$ cat src/rtl/npc_pkg.sv
package npc_pkg;
   localparam int OPC_W = 5;

   typedef enum logic [OPC_W-1:0] {
      OP_BEQ  = 5'b10110,
      OP_BNE  = 5'b10111,
      OP_BGTZ = 5'b11000,
      OP_BLTZ = 5'b11001,
      OP_J    = 5'b11010,
      OP_JAL  = 5'b11011,
      OP_JR   = 5'b11100,
      OP_JALR = 5'b11101
   } ctl_op_e;

   typedef enum logic [1:0] {
      SEL_SEQ    = 2'd0,
      SEL_BRANCH = 2'd1,
      SEL_REGION = 2'd2,
      SEL_REG    = 2'd3
   } pc_sel_e;
endpackage

$ cat src/rtl/npc_cond.sv
module npc_cond
   import npc_pkg::*;
#(
   parameter int  DATA_W     = 16,
   parameter bit  SIGNED_CMP = 1'b1
) (
   input  logic [OPC_W-1:0]  opcode,
   input  logic [DATA_W-1:0] opnd_a,
   input  logic [DATA_W-1:0] opnd_b,
   output logic              take
);
   logic eq_hit;
   logic pos_hit;
   logic neg_hit;

   assign eq_hit = (opnd_a == opnd_b);

   generate
      if (SIGNED_CMP) begin : g_signed
         assign neg_hit = opnd_a[DATA_W-1];
         assign pos_hit = !opnd_a[DATA_W-1] && (|opnd_a);
      end else begin : g_unsigned
         assign neg_hit = 1'b0;
         assign pos_hit = |opnd_a;
      end
   endgenerate

   always_comb begin
      case (opcode)
         OP_BEQ:  take = eq_hit;
         OP_BNE:  take = !eq_hit;
         OP_BGTZ: take = pos_hit;
         OP_BLTZ: take = neg_hit;
         default: take = 1'b0;
      endcase
   end
endmodule

$ cat src/rtl/npc_decode.sv
module npc_decode
   import npc_pkg::*;
(
   input  logic [OPC_W-1:0] opcode,
   input  logic             take,
   output pc_sel_e          sel,
   output logic             link_req
);
   always_comb begin
      sel      = SEL_SEQ;
      link_req = 1'b0;
      case (opcode)
         OP_BEQ, OP_BNE, OP_BGTZ, OP_BLTZ:
            sel = take ? SEL_BRANCH : SEL_SEQ;
         OP_J:    sel = SEL_REGION;
         OP_JAL: begin
            sel      = SEL_REGION;
            link_req = 1'b1;
         end
         OP_JR:   sel = SEL_REG;
         OP_JALR: begin
            sel      = SEL_REG;
            link_req = 1'b1;
         end
         default: sel = SEL_SEQ;
      endcase
   end
endmodule

$ cat src/rtl/npc_target.sv
module npc_target
   import npc_pkg::*;
#(
   parameter int PC_W  = 16,
   parameter int OFF_W = 5,
   parameter int TGT_W = 11
) (
   input  logic [PC_W-1:0]  pc,
   input  logic [PC_W-1:0]  reg_tgt,
   input  logic [OFF_W-1:0] br_off,
   input  logic [TGT_W-1:0] jmp_tgt,
   input  pc_sel_e          sel,
   output logic [PC_W-1:0]  seq_pc,
   output logic [PC_W-1:0]  next_pc
);
   localparam int REGION_W = PC_W - TGT_W;

   logic [PC_W-1:0] off_ext;
   logic [PC_W-1:0] region_pc;

   generate
      if (OFF_W < PC_W) begin : g_ext
         assign off_ext = {{(PC_W-OFF_W){br_off[OFF_W-1]}}, br_off};
      end else begin : g_trunc
         assign off_ext = br_off[PC_W-1:0];
      end
   endgenerate

   assign seq_pc    = pc + {{(PC_W-1){1'b0}}, 1'b1};
   assign region_pc = {pc[PC_W-1 -: REGION_W], jmp_tgt};

   always_comb begin
      case (sel)
         SEL_BRANCH: next_pc = seq_pc + off_ext;
         SEL_REGION: next_pc = region_pc;
         SEL_REG:    next_pc = reg_tgt;
         default:    next_pc = seq_pc;
      endcase
   end
endmodule

$ cat src/rtl/npc_unit.sv
module npc_unit
   import npc_pkg::*;
#(
   parameter int PC_W       = 16,
   parameter int OFF_W      = 5,
   parameter int TGT_W      = 11,
   parameter bit SIGNED_CMP = 1'b1
) (
   input  logic               clk,
   input  logic               rst,
   input  logic               stall,
   input  logic [OPC_W-1:0]   opcode,
   input  logic [PC_W-1:0]    opnd_a,
   input  logic [PC_W-1:0]    opnd_b,
   input  logic [OFF_W-1:0]   br_off,
   input  logic [TGT_W-1:0]   jmp_tgt,
   output logic [PC_W-1:0]    pc,
   output logic               link_we,
   output logic [PC_W-1:0]    link_data
);
   generate
      if (TGT_W >= PC_W) begin : g_bad_tgt
         $error("npc_unit: TGT_W must be narrower than PC_W");
      end
      if (OFF_W < 2) begin : g_bad_off
         $error("npc_unit: OFF_W must be at least 2");
      end
   endgenerate

   logic            take;
   logic            link_req;
   pc_sel_e         sel;
   logic [PC_W-1:0] seq_pc;
   logic [PC_W-1:0] next_pc;
   logic [PC_W-1:0] pc_q;

   npc_cond #(.DATA_W(PC_W), .SIGNED_CMP(SIGNED_CMP)) u_cond (
      .opcode (opcode),
      .opnd_a (opnd_a),
      .opnd_b (opnd_b),
      .take   (take)
   );

   npc_decode u_dec (
      .opcode   (opcode),
      .take     (take),
      .sel      (sel),
      .link_req (link_req)
   );

   npc_target #(.PC_W(PC_W), .OFF_W(OFF_W), .TGT_W(TGT_W)) u_tgt (
      .pc      (pc_q),
      .reg_tgt (opnd_a),
      .br_off  (br_off),
      .jmp_tgt (jmp_tgt),
      .sel     (sel),
      .seq_pc  (seq_pc),
      .next_pc (next_pc)
   );

   always_ff @(posedge clk) begin
      if (rst)         pc_q <= '0;
      else if (!stall) pc_q <= next_pc;
   end

   assign pc        = pc_q;
   assign link_we   = link_req && !stall && !rst;
   assign link_data = seq_pc;
endmodule

$ cat config.mk
export PLATFORM = sky130hd
export DESIGN_NAME = npc_unit
export DESIGN_NICKNAME = d
export VERILOG_FILES = /design/src/rtl/npc_pkg.sv /design/src/rtl/npc_cond.sv /design/src/rtl/npc_decode.sv /design/src/rtl/npc_target.sv /design/src/rtl/npc_unit.sv
export SDC_FILE = /design/constraint.sdc
export NUM_CORES = 1
export LEC_CHECK = 0
export BUFFER_PORTS_ARGS = -buffer_cell sky130_fd_sc_hd__buf_2
export CELL_PAD_IN_SITES_DETAIL_PLACEMENT = 2
export CELL_PAD_IN_SITES_GLOBAL_PLACEMENT = 2
export CORE_MARGIN = 3
export CORE_UTILIZATION = 24
export DETAILED_ROUTE_END_ITERATION = 10
export MAX_ROUTING_LAYER = met4
export PLACE_DENSITY = 0.86
export REMOVE_ABC_BUFFERS = 1
export SETUP_SLACK_MARGIN = 0.05
export SLEW_MARGIN = 40
export SYNTH_ARGS = -nofsm -noshare
export SYNTH_HDL_FRONTEND = slang
export SYNTH_SLANG_ARGS = --single-unit
$ cat constraint.sdc
create_clock -name clk -period 2.7 [get_ports clk]
set_input_delay 0.27 -clock clk [delete_from_list [all_inputs] [get_ports clk]]
set_output_delay 0.27 -clock clk [all_outputs]
set_load 0.02 [all_outputs]
==> results of run 1 <==
## cell usage after synthesis (2+ instances only)
library cell  count  area [um^2]
a2111oi_0         2         17.5
nand2_1          25         93.8
o211ai_1          3         22.5
nand4_1          12         75.1
nand3_1          11         55.1
nor4_1            6         37.5
and2_1            5         31.3
a211oi_1          2         15.0
a211o_1           2         17.5
clkbuf_1          8         30.0
xor2_1            7         61.3
inv_1            19         71.3
a21oi_1          29          145
a221oi_1          4         35.0
o22ai_1           2         12.5
nor2b_1           3         18.8
and3_1            7         43.8
nor2_1           21         78.8
o21a_1            6         45.0
ha_1             19          238
nand3b_1          2         15.0
o21ai_0          20          100
mux2i_1           8         80.1
o31ai_1           5         37.5
a22o_1            4         35.0
a21o_1            2         15.0
a22oi_1           4         30.0
a31oi_1           5         31.3
o211a_1           2         20.0
buf_6             2         22.5
a221oi_2          3         45.0
xnor2_1          35          307
nor3_1            6         30.0
dfxtp_1          16          320
## what timing repair did
item,in CTS,in global routing
buffers inserted,12,16
pin swaps,22,53
resized for setup,71,86
setup endpoints to repair,13,13
## power by group through the flow
stage	registers (uW)	clock network [uW]	logic, uW
after global routing	271	264	1030
after floorplan	292	0	303
final	271	255	988
after CTS	267	239	750
after detailed placement	269	0	660
after global placement	266	0	615
## stage by stage
stage	setup TNS, ns	worst slack (ns)	power (uW)	cells
6_report	-2.31	-0.301	1510	647
5_1_grt	-3.03	-0.393	1560	647
4_1_cts	-1.02	-0.204	1260	631
3_5_place_dp	-4.66	-0.701	929	616
3_3_place_gp	-1.67	-0.405	881	616
2_1_floorplan	-4.41	-0.668	595	316
## cells by family (layout without fill, tap and decap cells)
kind of cell	after synthesis	after routing	synth area share, %
buf+inv	30	216	5.33
xor+xnor	42	42	15.2
simple gates	105	105	22.2
compound gates	105	105	29.6
flops	16	16	13.3
other cells	0	1	0
mux	9	9	3.78
fa+ha+maj	20	20	10.7
## per-layer routing
metal  up-vias  wire (um)  track usage, %  part of all wire (%)
li1       1598          -               -                     -
met1      1901       6860            29.6                    36
met2       213      10500            52.5                    54
met3        78       1010            4.13                   5.2
met4         0        940            10.5                   4.9
met5         -          0               -                     0
## critical path, cell delays in order (launching register included)
cell,delay (ns)
dfxtp_4,0.38
buf_6,0.11
nand4_1,0.26
nor2_4,0.28
xor2_2,0.23
ha_4,0.24
buf_4,0.16
a221oi_2,0.26
a31oi_1,0.09
o21ai_1,0.10
buf_4,0.18
nand4_1,0.12
o311ai_2,0.12
o31ai_1,0.14
a22o_1,0.20
## cell type report
cell class	instances	area, um^2	share of cell area, %
multi-input cells	281	2770	59.2
repair buffers	193	1270	27.2
diodes	1	2.50	0.0536
inverters	19	73.8	1.58
clock buffers	4	55.1	1.18
flip-flops and latches	16	335	7.18
well taps	133	166	3.56
## path summary, 6_finish.rpt
check	end	slack, ns	depth (start not counted)
setup reg to reg	pc[13]$_SDFFE_PP0P_	-0.30	14
setup / recovery	pc[13]$_SDFFE_PP0P_	-0.30	14
hold / removal	pc[8]$_SDFFE_PP0N_	0.31	2
hold reg to reg	pc[14]$_SDFFE_PP0P_	0.57	2
==> flow_metrics.py, run 1 <==
metrics = {
    "floorplan": {
        "fp.dieW_um": 106,
        "die_h_um": 106,
        "io_pins": 89,
        "core_um2": 9770,
        "rows": 36,
        "initial_core_util_pct": 24.7,
        "dieArea_um2": 11300,
    },
    "cells_and_area": {
        "fill_cells": 1076,
        "post-route-util_pct": 47.8,
        "syn_to_final_growth_pct": 93.3,
        "fin_nets": 590,
        "final_common_cell": "buf_4",
        "largest_reg_flops": 16,
        "drive_gt1_share_pct": 58.7,
        "finish.instance_area_um2": 4670,
        "layout_common_cells": "buf_4 (96), buf_2 (88), nand2_1 (22), xnor2_1 (22)",
    },
    "power": {
        "clkPwrFrac_pct": 16.8,
        "ir_drop_mv": 0.179,
        "power.switching_uw": 692,
        "power_frac_comb_pct": 65.3,
        "p_sw_share_pct": 45.7,
        "p_leak_uw": 0.00211,
        "power.density_nw_per_um2": 324,
        "intPower_uw": 822,
        "seq_power_share_pct": 17.9,
    },
    "clocking": {
        "clkTransAtPathRegs_ns": 0.09,
        "cts_hold_buf": 0,
        "cts_buffers": 3,
        "clk_latency_ns": 0.28,
        "htreeDepth": 1,
        "cts_tree": "done",
        "cts_sinks": 16,
        "root_buffer": "clkbuf_8",
        "clock_path_buffers": 2,
    },
    "place": {
        "dp_hpwl_um": 11000,
        "place_area_um2": 3560,
        "place_congestion": 0.904,
        "numPortBuffers": 88,
    },
    "timing": {
        "clock_skew_ns": 0.00417,
        "layout_min_cycle_time_ns": 3.00,
        "hold_viol_final": 0,
        "period_share_pct": 111,
        "slew_viol_final": 0,
        "rsz0062_at_grt": "yes",
        "max_freq_mhz": 333,
        "hold_ws_ns": 0.308,
        "relSlewSlack_pct": 48.4,
        "worst_pin_slew_ns": 0.773,
        "setup_ws_ns": -0.301,
        "finalSetupViolations": 10,
    },
    "setup_path": {
        "cp-startpoint": "pc[0]$_SDFFE_PP0N_",
        "critPathMaxFanout": 5,
        "critPathCaptureType": "flop",
        "arrival_ns": 3.18,
        "crit_type": "flop to flop",
        "crit_required_ns": 2.88,
        "startpoint_type": "flop",
        "r2r_start": "pc[0]$_SDFFE_PP0N_",
    },
    "synthesis": {
        "synth_edf_count": 0,
        "yosysSeqAreaShare_pct": 13.3,
        "async_reset_ff_share_pct": 0,
        "syn_area_um2": 2420,
        "synthDistinctLibCells": 54,
        "post_synth.cell_area_avg_um2": 7.39,
        "ys_seq_elements": 16,
        "synthCells": 327,
        "synth_ff_type": "dfxtp_1",
        "yosys_warnings": 0,
    },
    "route": {
        "wl_um": 19300,
        "antenna_left": 0,
        "drtIter0Drc": 225,
        "wire_per_inst_um": 29.8,
        "num_vias": 3790,
        "drc": 0,
        "vias_per_cell": 5.86,
        "dr.pass1.iters": 4,
    },
    "global_route": {
        "grt_remaining_overflow": 0,
        "antenna_found_initial": 1,
        "grt.total_usage_pct": 28.0,
        "grt_pass1_vias": 3958,
        "grt_max_degree": 15,
        "grt_pass1_wl_um": 23600,
    },
    "min_path": {
        "hp-start": "rst",
        "min_path_type": "input pin to flop",
    },
    "outcome": {
        "violations": "negative setup slack",
        "status": "complete, but fails checks",
    },
    "run": {
        "maxCapViolations": 0,
    },
}
No activity file was read; power rests on OpenSTA's default activity.
==> run 2, diff against run 1 <==
MAX_ROUTING_LAYER = not set   (was met4)
==> run 2 against run 1 <==
  * The flow still finishes with violations (negative setup slack)
  * Sequential cell count unchanged
  * Combinational power is 0.7% higher
  * Cell count increased by 0.31%
  * Global-route usage increased by 1.5 points
  * Power down 2.1%
  * Sequential share of layout area is 0.15 points lower
  * Largest power group unchanged
  * Highest routed layer unchanged
==> flow_metrics.py, run 2 (synthesis results as in run 1) <==
metrics = {
    "clocking": {
        "cts_buffers": 3,
        "clk_latency_ns": 0.27,
        "cts_sinks": 16,
        "cts_tree": "done",
        "clkTransAtPathRegs_ns": 0.08,
        "clock_path_buffers": 2,
        "root_buffer": "clkbuf_8",
        "htreeDepth": 1,
    },
    "floorplan": {
        "fp.dieW_um": 106,
        "rows": 36,
        "io_pins": 89,
        "core_um2": 9770,
        "initial_core_util_pct": 24.7,
        "die_h_um": 106,
        "dieArea_um2": 11300,
    },
    "power": {
        "power.density_nw_per_um2": 314,
        "total_power_uw": 1480,
        "ir_drop_mv": 0.179,
        "p_leak_uw": 0.00212,
    },
    "global_route": {
        "grt_pass1_wl_um": 25200,
        "grt.total_usage_pct": 29.5,
        "antenna_found_initial": 0,
        "grt_remaining_overflow": 0,
        "grt_max_degree": 16,
        "grt_pass1_vias": 4206,
    },
    "timing": {
        "setup_ws_ns": -0.432,
        "layout_min_cycle_time_ns": 3.13,
        "max_freq_mhz": 319,
        "hold_viol_final": 0,
        "rsz0062_at_grt": "yes",
        "period_share_pct": 116,
        "relSlewSlack_pct": 49.2,
        "slew_viol_final": 0,
        "finalSetupViolations": 11,
        "clock_skew_ns": 0.00491,
        "hold_ws_ns": 0.302,
        "worst_pin_slew_ns": 0.762,
    },
    "place": {
        "numPortBuffers": 88,
        "place_inst": 610,
        "place_congestion": 0.871,
        "dp_hpwl_um": 11600,
        "place_area_um2": 3510,
    },
    "route": {
        "drtIter0Drc": 220,
        "dr.pass1.iters": 4,
        "wire_per_inst_um": 30.1,
        "drc": 0,
        "num_vias": 3729,
        "vias_per_cell": 5.75,
        "wl_um": 19500,
        "antenna_left": 0,
    },
    "setup_path": {
        "critPathMaxStageDelay_ns": 0.40,
        "worstPathCellList": "buf_6 -> nand4_1 -> nor2_4 -> buf_6 -> xor2_4 -> ha_4 -> buf_4 -> a21oi_2 -> nand3b_1 -> o21ai_1 -> buf_4 -> xnor2_2 -> nand2_1 -> a31oi_1 -> o211a_1",
        "startpoint_type": "flop",
        "crit_required_ns": 2.91,
        "critPathCaptureType": "flop",
        "critPathTopFamily": "compound AO/OA/AOI/OAI gates",
        "slowest_stage": "dfxtp_4",
        "arrival_ns": 3.35,
        "critPathMaxFanout": 6,
        "crit_buf_inv": 4,
        "crit_type": "flop to flop",
    },
    "outcome": {
        "violations": "negative setup slack",
        "status": "complete, but fails checks",
    },
    "cells_and_area": {
        "finish.instance_area_um2": 4720,
        "fin_nets": 594,
        "final_common_cell": "buf_4",
        "layout_common_cells": "buf_4 (95), buf_2 (88), xnor2_1 (22)",
        "post-route-util_pct": 48.3,
        "antenna_cells": 0,
        "layoutNonFillerInstCount": 649,
        "largest_reg_flops": 16,
        "syn_to_final_growth_pct": 95.2,
        "drive_gt1_share_pct": 58.5,
    },
    "run": {
        "maxCapViolations": 0,
    },
    "min_path": {
        "min_path_type": "input pin to flop",
    },
}
-- run 2: final timing paths --
kind | from | cells past startpoint | slack, ns | end
hold reg to reg | pc[15]$_SDFFE_PP0P_ | 1 | 0.58 | pc[15]$_SDFFE_PP0P_
setup reg to reg | pc[0]$_SDFFE_PP0N_ | 15 | -0.43 | pc[9]$_SDFFE_PP0N_
hold / removal | rst | 2 | 0.30 | pc[8]$_SDFFE_PP0N_
setup / recovery | pc[0]$_SDFFE_PP0N_ | 15 | -0.43 | pc[9]$_SDFFE_PP0N_
-- run 2: layout make-up --
class / count / area [um^2]
Multi-Input combinational cell: 281 / 2790
Timing Repair Buffer: 197 / 1310
Sequential cell: 16 / 332
Inverter: 19 / 73.8
Fill cell: 1074 / 5060
Tap cell: 133 / 166
Clock buffer: 3 / 41.3
-- run 2: worst reg2reg max path: cells and delay by family, from the launching register on --
family	cells	cell delay, ns
adders and majority gates	1	0.18
AOI/OAI and AO/OA	4	0.94
buffers and inverters	4	0.61
DFF	1	0.40
xor gates and xnor gates	2	0.20
and+or+nand+nor	4	0.74
-- run 2: metrics by stage --
stage          TNS (ns)  setup WS (ns)
2_1_floorplan     -4.41         -0.668
3_3_place_gp      -1.52         -0.351
3_5_place_dp      -4.80         -0.763
4_1_cts          -0.499         -0.112
5_1_grt           -3.55         -0.499
6_report          -2.63         -0.432
-- run 2: layer usage --
layer,up-vias,global-route usage [%],wire length [um]
met5,-,0,0
met4,0,15.0,1530
met3,94,4.68,1020
met2,191,57.4,10300
met1,1842,30.0,6720
li1,1602,-,-
-- run 2: where the power goes --
group | leakage (uW) | internal [uW] | total [uW] | switching [uW]
Combinational | 0.00197 | 444 | 995 | 551
Sequential | 0.000133 | 251 | 272 | 21.2
Clock | 0.0000216 | 100 | 216 | 116
-- run 2: what timing repair did --
item,in CTS,in global routing
cloned,0,0
buffers inserted,18,19
endpoints found under the setup margin,12,13
hold buffers,0,0
gates resized for setup,114,45
pin swaps,45,40
